**config.mk**
```make
export PLATFORM = sky130hd
export DESIGN_NAME = xlat_cache
export DESIGN_NICKNAME = d
export VERILOG_FILES = /design/src/rtl/xlat_pkg.sv /design/src/rtl/xlat_match.sv /design/src/rtl/xlat_victim.sv /design/src/rtl/xlat_store.sv /design/src/rtl/xlat_cache.sv
export SDC_FILE = /design/constraint.sdc
export NUM_CORES = 2
export LEC_CHECK = 0
export BUFFER_PORTS_ARGS = -buffer_cell sky130_fd_sc_hd__buf_2
export CAP_MARGIN = 20
export CORE_MARGIN = 4
export CORE_UTILIZATION = 50
export CTS_BUF_LIST = sky130_fd_sc_hd__clkbuf_16
export CTS_CLUSTER_DIAMETER = 120
export CTS_CLUSTER_SIZE = 16
export DETAILED_ROUTE_END_ITERATION = 10
export PLACE_DENSITY = 0.66
export SYNTH_ARGS = -nofsm -noshare
export SYNTH_HDL_FRONTEND = slang
export SYNTH_SLANG_ARGS = --single-unit
```
**constraint.sdc**
```tcl
create_clock -name clk -period 11.1 [get_ports clk]
set_input_delay 2.22 -clock clk [delete_from_list [all_inputs] [get_ports clk]]
set_output_delay 2.22 -clock clk [all_outputs]
set_load 0.05 [all_outputs]
```
**src/rtl/xlat_pkg.sv**
```systemverilog
package xlat_pkg;

    localparam int VPN_W  = 20;
    localparam int PID_W  = 8;
    localparam int PPN_W  = 20;
    localparam int PERM_W = 3;

    typedef struct packed {
        logic [VPN_W-1:0]  vpn;
        logic [PID_W-1:0]  pid;
        logic [PPN_W-1:0]  ppn;
        logic [PERM_W-1:0] perm;
    } xlat_ent_t;

    function automatic logic tag_eq(xlat_ent_t e, logic [VPN_W-1:0] vpn,
                                    logic [PID_W-1:0] pid);
        return (e.vpn == vpn) && (e.pid == pid);
    endfunction

endpackage

```
**src/rtl/xlat_match.sv**
```systemverilog
module xlat_match
    import xlat_pkg::*;
#(
    parameter int ENTRIES = 16
) (
    input  logic                      clk,
    input  logic                      rst,
    input  xlat_ent_t [ENTRIES-1:0]   ents,
    input  logic [ENTRIES-1:0]        valid,
    input  logic [VPN_W-1:0]          vpn,
    input  logic [PID_W-1:0]          pid,
    output logic [ENTRIES-1:0]        hit_vec
);

    for (genvar i = 0; i < ENTRIES; i++) begin : g_cmp
        assign hit_vec[i] = valid[i] && tag_eq(ents[i], vpn, pid);
    end

    // Fills never duplicate a tag, so at most one slot can match.
    assert_single_match_R6: assert property (@(posedge clk) disable iff (rst)
        $onehot0(hit_vec));

endmodule

```
**src/rtl/xlat_victim.sv**
```systemverilog
module xlat_victim
    import xlat_pkg::*;
#(
    parameter int ENTRIES = 16,
    localparam int IDX_W = $clog2(ENTRIES)
) (
    input  logic                 clk,
    input  logic                 rst,
    input  logic                 fill_en,
    input  logic [ENTRIES-1:0]   valid_post,
    input  logic [ENTRIES-1:0]   dup_vec,
    output logic [IDX_W-1:0]     fill_idx
);

    logic [IDX_W-1:0] rr_q;
    logic [IDX_W-1:0] dup_idx;
    logic [IDX_W-1:0] free_idx;
    logic             has_dup;
    logic             has_free;
    logic             replace;

    always_comb begin
        dup_idx  = '0;
        free_idx = '0;
        for (int i = ENTRIES - 1; i >= 0; i--) begin
            if (dup_vec[i])     dup_idx  = IDX_W'(i);
            if (!valid_post[i]) free_idx = IDX_W'(i);
        end
    end

    assign has_dup  = |dup_vec;
    assign has_free = ~&valid_post;
    assign replace  = fill_en && !has_dup && !has_free;

    always_comb begin
        if (has_dup)       fill_idx = dup_idx;
        else if (has_free) fill_idx = free_idx;
        else               fill_idx = rr_q;
    end

    always_ff @(posedge clk) begin
        if (rst) begin
            rr_q <= '0;
        end else if (replace) begin
            rr_q <= (rr_q == IDX_W'(ENTRIES - 1)) ? '0 : rr_q + 1'b1;
        end
    end

    assert_fill_takes_free_R4: assert property (@(posedge clk) disable iff (rst)
        (fill_en && !has_dup && has_free) |-> !valid_post[fill_idx]);

    assert_rr_holds_R5: assert property (@(posedge clk) disable iff (rst)
        !replace |=> $stable(rr_q));

endmodule

```
**src/rtl/xlat_store.sv**
```systemverilog
module xlat_store
    import xlat_pkg::*;
#(
    parameter int ENTRIES = 16,
    localparam int IDX_W = $clog2(ENTRIES)
) (
    input  logic                      clk,
    input  logic                      rst,
    input  logic                      flush_all,
    input  logic                      flush_pid_en,
    input  logic [PID_W-1:0]          flush_pid,
    input  logic                      fill_en,
    input  logic [IDX_W-1:0]          fill_idx,
    input  xlat_ent_t                 fill_ent,
    output xlat_ent_t [ENTRIES-1:0]   ents,
    output logic [ENTRIES-1:0]        valid,
    output logic [ENTRIES-1:0]        valid_post
);

    logic [ENTRIES-1:0] kill;

    for (genvar i = 0; i < ENTRIES; i++) begin : g_kill
        assign kill[i] = flush_all || (flush_pid_en && ents[i].pid == flush_pid);
    end

    assign valid_post = valid & ~kill;

    always_ff @(posedge clk) begin
        if (rst) begin
            valid <= '0;
            ents  <= '0;
        end else begin
            valid <= valid_post;
            if (fill_en) begin
                valid[fill_idx] <= 1'b1;
                ents[fill_idx]  <= fill_ent;
            end
        end
    end

    assert_flush_all_clears_R7: assert property (@(posedge clk) disable iff (rst)
        (flush_all && !fill_en) |=> (valid == '0));

    assert_fill_lands_R9: assert property (@(posedge clk) disable iff (rst)
        fill_en |=> (valid[$past(fill_idx)] && ents[$past(fill_idx)] == $past(fill_ent)));

endmodule

```
**src/rtl/xlat_cache.sv**
```systemverilog
module xlat_cache
    import xlat_pkg::*;
#(
    parameter int ENTRIES = 16,
    localparam int IDX_W = $clog2(ENTRIES)
) (
    input  logic              clk,
    input  logic              rst,
    input  logic              lk_valid,
    input  logic [VPN_W-1:0]  lk_vpn,
    input  logic [PID_W-1:0]  lk_pid,
    output logic              lk_hit,
    output logic [PPN_W-1:0]  lk_ppn,
    output logic [PERM_W-1:0] lk_perm,
    output logic              miss_req,
    output logic [VPN_W-1:0]  miss_vpn,
    input  logic              fill_en,
    input  logic [VPN_W-1:0]  fill_vpn,
    input  logic [PID_W-1:0]  fill_pid,
    input  logic [PPN_W-1:0]  fill_ppn,
    input  logic [PERM_W-1:0] fill_perm,
    input  logic              flush_all,
    input  logic              flush_pid_en,
    input  logic [PID_W-1:0]  flush_pid
);

    xlat_ent_t [ENTRIES-1:0] ents;
    logic [ENTRIES-1:0]      valid;
    logic [ENTRIES-1:0]      valid_post;
    logic [ENTRIES-1:0]      lk_vec;
    logic [ENTRIES-1:0]      dup_vec;
    logic [IDX_W-1:0]        fill_idx;
    xlat_ent_t               fill_ent;

    assign fill_ent = '{vpn: fill_vpn, pid: fill_pid, ppn: fill_ppn, perm: fill_perm};

    xlat_store #(.ENTRIES(ENTRIES)) u_store (
        .clk(clk), .rst(rst),
        .flush_all(flush_all), .flush_pid_en(flush_pid_en), .flush_pid(flush_pid),
        .fill_en(fill_en), .fill_idx(fill_idx), .fill_ent(fill_ent),
        .ents(ents), .valid(valid), .valid_post(valid_post)
    );

    xlat_match #(.ENTRIES(ENTRIES)) u_lk_match (
        .clk(clk), .rst(rst), .ents(ents), .valid(valid),
        .vpn(lk_vpn), .pid(lk_pid), .hit_vec(lk_vec)
    );

    xlat_match #(.ENTRIES(ENTRIES)) u_fill_match (
        .clk(clk), .rst(rst), .ents(ents), .valid(valid_post),
        .vpn(fill_vpn), .pid(fill_pid), .hit_vec(dup_vec)
    );

    xlat_victim #(.ENTRIES(ENTRIES)) u_victim (
        .clk(clk), .rst(rst), .fill_en(fill_en),
        .valid_post(valid_post), .dup_vec(dup_vec), .fill_idx(fill_idx)
    );

    always_comb begin
        lk_ppn  = '0;
        lk_perm = '0;
        for (int i = 0; i < ENTRIES; i++) begin
            if (lk_valid && lk_vec[i]) begin
                lk_ppn  = lk_ppn  | ents[i].ppn;
                lk_perm = lk_perm | ents[i].perm;
            end
        end
    end

    assign lk_hit   = lk_valid && (|lk_vec);
    assign miss_req = lk_valid && !(|lk_vec);
    assign miss_vpn = lk_vpn;

    assert_hit_miss_excl_R3: assert property (@(posedge clk) disable iff (rst)
        !(lk_hit && miss_req));

    assert_idle_quiet_R3: assert property (@(posedge clk) disable iff (rst)
        !lk_valid |-> (!lk_hit && !miss_req));

    assert_miss_zero_data_R1: assert property (@(posedge clk) disable iff (rst)
        !lk_hit |-> (lk_ppn == '0 && lk_perm == '0));

endmodule

```
; ---- Word-level counts from Yosys, hierarchy flattened
; Cells that the tools add are included.
[totals]
wordCells = 378
inputBits = 93
register_bits = 836
out_inout_bits = 45
[classes]
n_mux = 73
n_bitwise = 33
order_cmp = 2
n_eq_ne = 81
n_addsub = 1
n_reduce_logical = 122
[op_table]
columns = cell, n
row1 = $bwmux W816, 1
row2 = $eq A20 B20 Y1, 32
row3 = $eq A8 B8 Y1, 48
row4 = $mux W20, 16
row5 = $or A20 B20 Y20, 15
row6 = $demux W51 S4, 1
row7 = $mux W4, 35
row8 = $logic_and A1 B1 Y1, 101
row9 = $mux W51, 1
row10 = $mux W3, 16
row11 = $or A3 B3 Y3, 15
row12 = $reduce_or A16 Y1, 2
row13 = $and A16 B16 Y16, 1
row14 = $logic_or A1 B1 Y1, 16
row15 = $mux W16, 1
row16 = $not A16 Y16, 1
row17 = $or A16 B16 Y16, 1
row18 = $reduce_and A16 Y1, 1
row19 = $lt A4 B5 Y1 const B, 1
row20 = $add A4 B1 Y4 const B, 1
row21 = $demux W1 S4, 1
row22 = $eq A4 B4 Y1 const B, 1
row23 = $ge A4 B1 Y1 const B, 1
row24 = $logic_not A1 Y1, 2
row25 = $mux W1, 1

; ---- Longest topological paths before layout
[logic_depth]
ltp_word = 35
mapped_depth = 15
mapped_depth_nobuf = 10

; ---- Hierarchy
; Synthesis repeated with hierarchy kept, for this count alone.
[unflattened]
cells_unflattened = 5818
area_unflattened_um2 = 45089.5
[modules_own_cells]
columns = mod, cells_per_inst, area_per_inst_um2, seq_area_each_um2, instances
row1 = xlat_store, 3938, 30655.7, 16656.0, 1
row2 = xlat_match, 672, 5530.3, 0.0, 2
row3 = xlat_cache, 451, 2761.4, 0.0, 1
row4 = xlat_victim, 85, 611.8, 80.1, 1

; ---- Least setup slack after synthesis
; No wires, ideal clock.
[synth_path]
path_type = input -> output
from = in lk_pid[3]
to = out miss_req
stages = 9
path_buffers = 2
path_slack_ns = 3.706
required_time_ns = 8.880
arrival_ns = 5.174
cell_sequence = clkbuf_1 > clkbuf_1 > xnor2_1 > nand4_1 > nor4_1 > nand4_1 > nand4_1 > or2_2 > nor4_1
[synth_via]
elab_chain_len = 6
elab_cells_between_ends = 51
cone_classes = eq/ne: 16 / reduce/logical: 35
[synth_lines]
columns = element, line
row1 = start: declaration, xlat_cache.sv:11  ; input logic [PID_W-1:0] lk_pid,
row2 = $eq A8 B8 Y1, xlat_pkg.sv:17  ; return (e.vpn == vpn) && (e.pid == pid);
row3 = $logic_and A1 B1 Y1, xlat_pkg.sv:17
row4 = $logic_and A1 B1 Y1, xlat_match.sv:16  ; assign hit_vec[i] = valid[i] && tag_eq(ents[i], vpn, pid);
row5 = $reduce_or A16 Y1 (*), xlat_cache.sv:71  ; assign miss_req = lk_valid && !(|lk_vec);
row6 = $logic_not A1 Y1 (*), xlat_cache.sv:71
row7 = $logic_and A1 B1 Y1 (*), xlat_cache.sv:71
row8 = end: declaration, xlat_cache.sv:15  ; output logic miss_req,
; Mark *: on every way between the ends. The rest lies on a longest branch, timed or not.

; ---- Worst setup path after layout
[layout_path]
from = in lk_vpn[19]
to = out lk_ppn[3]
[layout_via]
elab_chain_len = 35
elab_cells_between_ends = 95
cone_classes = eq/ne: 16 / mux: 16 / bitwise: 15 / reduce/logical: 48
[layout_lines]
columns = element, line
row1 = start: declaration, xlat_cache.sv:10  ; input logic [VPN_W-1:0] lk_vpn,
row2 = $eq A20 B20 Y1, xlat_pkg.sv:17
row3 = $logic_and A1 B1 Y1, xlat_pkg.sv:17
row4 = $logic_and A1 B1 Y1, xlat_match.sv:16
row5 = $logic_and A1 B1 Y1, xlat_cache.sv:63  ; if (lk_valid && lk_vec[i]) begin
row6 = $mux W20, xlat_cache.sv:63
row7 = $or A20 B20 Y20, xlat_cache.sv:64  ; lk_ppn = lk_ppn | ents[i].ppn;
row8 = $mux W20, xlat_cache.sv:63
row9 = $or A20 B20 Y20, xlat_cache.sv:64
row10 = [... 19 more ...], -
row11 = $or A20 B20 Y20, xlat_cache.sv:64
row12 = $mux W20, xlat_cache.sv:63
row13 = $or A20 B20 Y20, xlat_cache.sv:64
row14 = $mux W20, xlat_cache.sv:63
row15 = $or A20 B20 Y20, xlat_cache.sv:64
row16 = $mux W20, xlat_cache.sv:63
row17 = $or A20 B20 Y20, xlat_cache.sv:64
row18 = $mux W20 (*), xlat_cache.sv:63
row19 = end: declaration, xlat_cache.sv:13  ; output logic [PPN_W-1:0] lk_ppn,
; Marked as above.

==> flow_results.xml <==
<?xml version="1.0" encoding="UTF-8"?>
<metrics>
  <group name="flow_run">
    <metric name="cap_violations" unit="">0</metric>
  </group>
  <group name="clock_tree">
    <metric name="clk_pin_slew_worst_paths" unit="ps">80</metric>
    <metric name="cts_root_buf" unit="">sky130_fd_sc_hd__clkbuf_16</metric>
    <metric name="clk_latency" unit="ps">710</metric>
    <metric name="cts_htree_levels" unit="">2</metric>
    <metric name="tritoncts.num_buffers" unit="">58</metric>
    <metric name="clock_sink_count" unit="">836</metric>
    <metric name="cts_tree" unit="">yes</metric>
    <metric name="cts_buffer_depth" unit="">3</metric>
    <metric name="cts.repair.resized" unit="">0</metric>
    <metric name="holdBufCountCts" unit="">0</metric>
    <metric name="post_cts_buffers" unit="">0</metric>
  </group>
  <group name="cells_and_area">
    <metric name="mostFrequentLayoutCell" unit="">sky130_fd_sc_hd__dfxtp_1</metric>
    <metric name="combined_flip_flop_and_latch_cell_area" unit="um^2">16700</metric>
    <metric name="syn_to_final_growth" unit="%">5.94</metric>
    <metric name="multiInputGateArea" unit="um^2">27800</metric>
    <metric name="final_design_area_no_fill" unit="um^2">49200</metric>
    <metric name="nNetsFinal" unit="">4728</metric>
    <metric name="final_cells" unit="">5881</metric>
    <metric name="drive_gt1_frac" unit="">0.0792</metric>
    <metric name="num-fill-cells" unit="">8354</metric>
    <metric name="mostFrequentLayoutCells" unit="">836 x sky130_fd_sc_hd__dfxtp_1, 819 x sky130_fd_sc_hd__mux2i_1, 810 x sky130_fd_sc_hd__nand2b_1</metric>
  </group>
  <group name="timing">
    <metric name="total_count_of_hold_check_failures_in_the_final_report" unit="">0</metric>
    <metric name="worst_slew_pin_slew" unit="ps">1250</metric>
    <metric name="grt_setup_unrepaired" unit="">no</metric>
    <metric name="worst_clock_skew" unit="ps">66.4</metric>
    <metric name="clock.fmax" unit="MHz">118</metric>
    <metric name="timing_max_transition_violations_final" unit="">0</metric>
    <metric name="setup-tns-final" unit="ps">0</metric>
    <metric name="worst_slew_margin_rel" unit="">0.154</metric>
    <metric name="finalSetupViolCount" unit="">0</metric>
    <metric name="fin_crit" unit="ps">8500</metric>
    <metric name="min_period_over_period" unit="">0.766</metric>
  </group>
  <group name="synth">
    <metric name="synthArstFlopShare" unit="">0</metric>
    <metric name="synth_sequential_area_ratio" unit="">0.360</metric>
    <metric name="post_synth_instance_area" unit="um^2">46400</metric>
    <metric name="yosysWarningCount" unit="">0</metric>
    <metric name="net_count_of_the_mapped_netlist" unit="">4850</metric>
    <metric name="netlist_instances" unit="">4756</metric>
    <metric name="post_synth.cell_area_avg" unit="um^2">9.76</metric>
    <metric name="postSynthRegisterBits" unit="">836</metric>
    <metric name="synth.lib_cells_used.distinct" unit="">64</metric>
    <metric name="synth_edf_count" unit="">0</metric>
    <metric name="synth_flop_cell" unit="">sky130_fd_sc_hd__dfxtp_1</metric>
  </group>
  <group name="floorplanning">
    <metric name="die_height" unit="um">313</metric>
    <metric name="ios" unit="">138</metric>
    <metric name="die_w" unit="um">313</metric>
    <metric name="fp.dieArea" unit="um^2">97800</metric>
    <metric name="floorplan.initialDensity" unit="">0.505</metric>
    <metric name="coreArea" unit="um^2">91900</metric>
    <metric name="placement_rows" unit="">111</metric>
  </group>
  <group name="status">
    <metric name="outcome" unit="">completed</metric>
  </group>
  <group name="critical_path">
    <metric name="critical_path.max_stage_delay" unit="ps">940</metric>
    <metric name="critical_path.startpoint_type" unit="">input pin</metric>
    <metric name="critical_path_buf_inv_count" unit="">3</metric>
    <metric name="rr_endpoint" unit="">u_store.ents[10]</metric>
    <metric name="cp_data_required_time" unit="ps">8880</metric>
    <metric name="critPathTopFamily" unit="">simple AND/OR/NAND/NOR gates</metric>
    <metric name="worst_r2r_path_cells" unit="">11</metric>
    <metric name="end_kind" unit="">primary output</metric>
    <metric name="kind_of_critical_path" unit="">input pin to primary output</metric>
    <metric name="crit_path_cell_trace" unit="">buf_2, xor2_1, nor4_1, nand3_1, nor3_1, nand4_1, nor2_2, buf_4, a221oi_1, and3_1, nand4_1, buf_2</metric>
    <metric name="cpMaxStageDelayCell" unit="">sky130_fd_sc_hd__nor2_2</metric>
    <metric name="cp_max_fo" unit="">17</metric>
    <metric name="worstPathArrival" unit="ps">6280</metric>
    <metric name="r2r-start" unit="">u_store.ents[334]</metric>
    <metric name="r2r_setup_slack" unit="ps">5800</metric>
  </group>
  <group name="place">
    <metric name="placedCellCount" unit="">5816</metric>
    <metric name="finalWeightedCongestion" unit="">0.988</metric>
    <metric name="detail_placement_hpwl" unit="mm">109</metric>
    <metric name="placedInstanceArea" unit="um^2">47600</metric>
    <metric name="port_buffers" unit="">137</metric>
  </group>
  <group name="min_path">
    <metric name="timing.hold.worst_endpoint" unit="">u_store.ents[411]</metric>
    <metric name="timing.hold.worst.class" unit="">flip-flop to flip-flop</metric>
    <metric name="worst_hold_path.num_cells" unit="">2</metric>
    <metric name="timing.hold.worst.start" unit="">u_store.ents[411]</metric>
  </group>
  <group name="drt">
    <metric name="detail_route.wirelength" unit="mm">179</metric>
    <metric name="viasPerCell" unit="">6.19</metric>
    <metric name="drtIter0Drc" unit="">4751</metric>
    <metric name="wl_per_cell" unit="um">30.5</metric>
    <metric name="drc" unit="">0</metric>
    <metric name="detail-route-antenna-nets" unit="">0</metric>
    <metric name="first_pass_iteration_count_of_the_detailed_router" unit="">6</metric>
    <metric name="routed-via-count" unit="">36400</metric>
  </group>
  <group name="power">
    <metric name="pwr-share-seq" unit="">0.527</metric>
    <metric name="power.share.switching" unit="">0.278</metric>
    <metric name="worst_ir_drop_vdd" unit="mV">0.139</metric>
    <metric name="power_frac_clock" unit="">0.357</metric>
    <metric name="p_comb_frac" unit="">0.116</metric>
    <metric name="power-per-cell-area" unit="nW/um^2">117</metric>
    <metric name="p_int" unit="mW">4.16</metric>
    <metric name="static-leakage-power" unit="nW">22.9</metric>
    <metric name="switchingPower" unit="mW">1.60</metric>
  </group>
  <group name="global_route">
    <metric name="grt_first_pass_wirelength" unit="mm">253</metric>
    <metric name="antenna_found_initial" unit="">5</metric>
    <metric name="grt_pass1_vias" unit="">35100</metric>
    <metric name="gr-usage-all-layers" unit="">0.352</metric>
    <metric name="grt_max_degree" unit="">247</metric>
    <metric name="globalRoute.totalOverflow" unit="">0</metric>
  </group>
</metrics>
==> synth_stat cells (4+ instances only) <==
library cell | instances | area share
sky130_fd_sc_hd__nor3_1 | 26 | 0.0028
sky130_fd_sc_hd__o311ai_1 | 7 | 0.0013
sky130_fd_sc_hd__and4_1 | 4 | 0.00075
sky130_fd_sc_hd__mux2i_1 | 819 | 0.18
sky130_fd_sc_hd__and3_1 | 9 | 0.0012
sky130_fd_sc_hd__a222oi_1 | 12 | 0.0026
sky130_fd_sc_hd__o311ai_2 | 9 | 0.0032
sky130_fd_sc_hd__xnor2_1 | 354 | 0.067
sky130_fd_sc_hd__a22o_1 | 44 | 0.0083
sky130_fd_sc_hd__buf_4 | 67 | 0.011
sky130_fd_sc_hd__nand2b_1 | 820 | 0.11
sky130_fd_sc_hd__nand2_1 | 48 | 0.0039
sky130_fd_sc_hd__or4_1 | 6 | 0.00097
sky130_fd_sc_hd__nor4_1 | 182 | 0.025
sky130_fd_sc_hd__xor2_1 | 670 | 0.13
sky130_fd_sc_hd__nand4_1 | 125 | 0.017
sky130_fd_sc_hd__dfxtp_1 | 836 | 0.36
sky130_fd_sc_hd__nor2_1 | 83 | 0.0067
sky130_fd_sc_hd__clkbuf_1 | 230 | 0.019
sky130_fd_sc_hd__buf_6 | 17 | 0.0041
sky130_fd_sc_hd__a221oi_1 | 51 | 0.0096
sky130_fd_sc_hd__a22oi_1 | 66 | 0.011
sky130_fd_sc_hd__a21oi_1 | 27 | 0.0029
sky130_fd_sc_hd__nand3_1 | 71 | 0.0077
sky130_fd_sc_hd__buf_1 | 9 | 0.00073
sky130_fd_sc_hd__or3_1 | 8 | 0.0011
sky130_fd_sc_hd__buf_2 | 100 | 0.011
==> worst reg2reg max path, stage by stage, from the launching register on <==
cell and delay, ps:
sky130_fd_sc_hd__dfxtp_1 440, sky130_fd_sc_hd__xnor2_1 150, sky130_fd_sc_hd__nand3_1 120, sky130_fd_sc_hd__o311ai_2 960, sky130_fd_sc_hd__nor3_1 170, sky130_fd_sc_hd__buf_4 240, sky130_fd_sc_hd__nor4_2 490, sky130_fd_sc_hd__and4_1 340
sky130_fd_sc_hd__mux2i_1 710, sky130_fd_sc_hd__nand3_4 650, sky130_fd_sc_hd__buf_4 580, sky130_fd_sc_hd__mux2i_1 240
==> area by class of cell <==
class | count | share of cell area
clock inverter | 4 | 0.00216
inverter | 5 | 0.000382
antenna | 2 | 0.000102
timing repair buffer | 241 | 0.0303
sequential | 836 | 0.340
tap | 1243 | 0.0316
multi-input combinational | 3492 | 0.566
clock buffer | 58 | 0.0295
==> routing by layer <==
layer,global-route usage,part of all wire,vias to the layer above
met3,0.0897,0.11,586
met1,0.480,0.41,17900
met4,0.164,0.058,4
met5,0,0.00032,-
met2,0.522,0.41,2043
li1,-,-,15900
==> through the flow <==
stage               total power [mW]  utilization  worst slack [ps]  hold WS [ps]
detailed placement              3.74        0.518              2770           464
CTS                             5.74        0.535              2780           478
finish                          5.76        0.535              2600           477
global route                    5.88        0.535              2620           492
floorplan                       3.51            -              3710           448
global placement                3.73        0.518              2770           458
==> cells by family after synthesis <==
kind of cell             synth area share
AO/OA/AOI/OAI                      0.0442
AND/OR/NAND/NOR                     0.180
flip-flops                          0.360
multiplexers                        0.177
buffers and inverters              0.0455
XOR/XNOR                            0.193
adder cells (fa/ha/maj)          0.000269
==> registers in the layout, indices dropped and copies added, names as in the netlist <==
signal,cells
u_victim.rr_q,4
u_store.valid,16
u_store.ents,816
==> how the worst max path moves through the flow <==
stage / cells past startpoint / endpoint / slack, ps / from
2_1_floorplan: 9 / miss_req / 3710 / lk_pid[3]
3_3_place_gp: 12 / lk_ppn[3] / 2770 / lk_vpn[19]
3_5_place_dp: 12 / lk_ppn[3] / 2770 / lk_vpn[19]
4_1_cts: 12 / lk_ppn[3] / 2780 / lk_vpn[19]
5_1_grt: 12 / lk_ppn[3] / 2620 / lk_vpn[19]
6_report: 12 / lk_ppn[3] / 2600 / lk_vpn[19]
==> power by group through the flow <==
stage	sequential (mW)	clock, mW	combinational, mW
CTS	3.03	2.07	0.635
detailed placement	3.10	0	0.632
global route	3.04	2.17	0.670
global placement	3.10	0	0.631
finish	3.03	2.06	0.666
floorplan	3.10	0	0.411
Power figures use the tool's default switching activity.
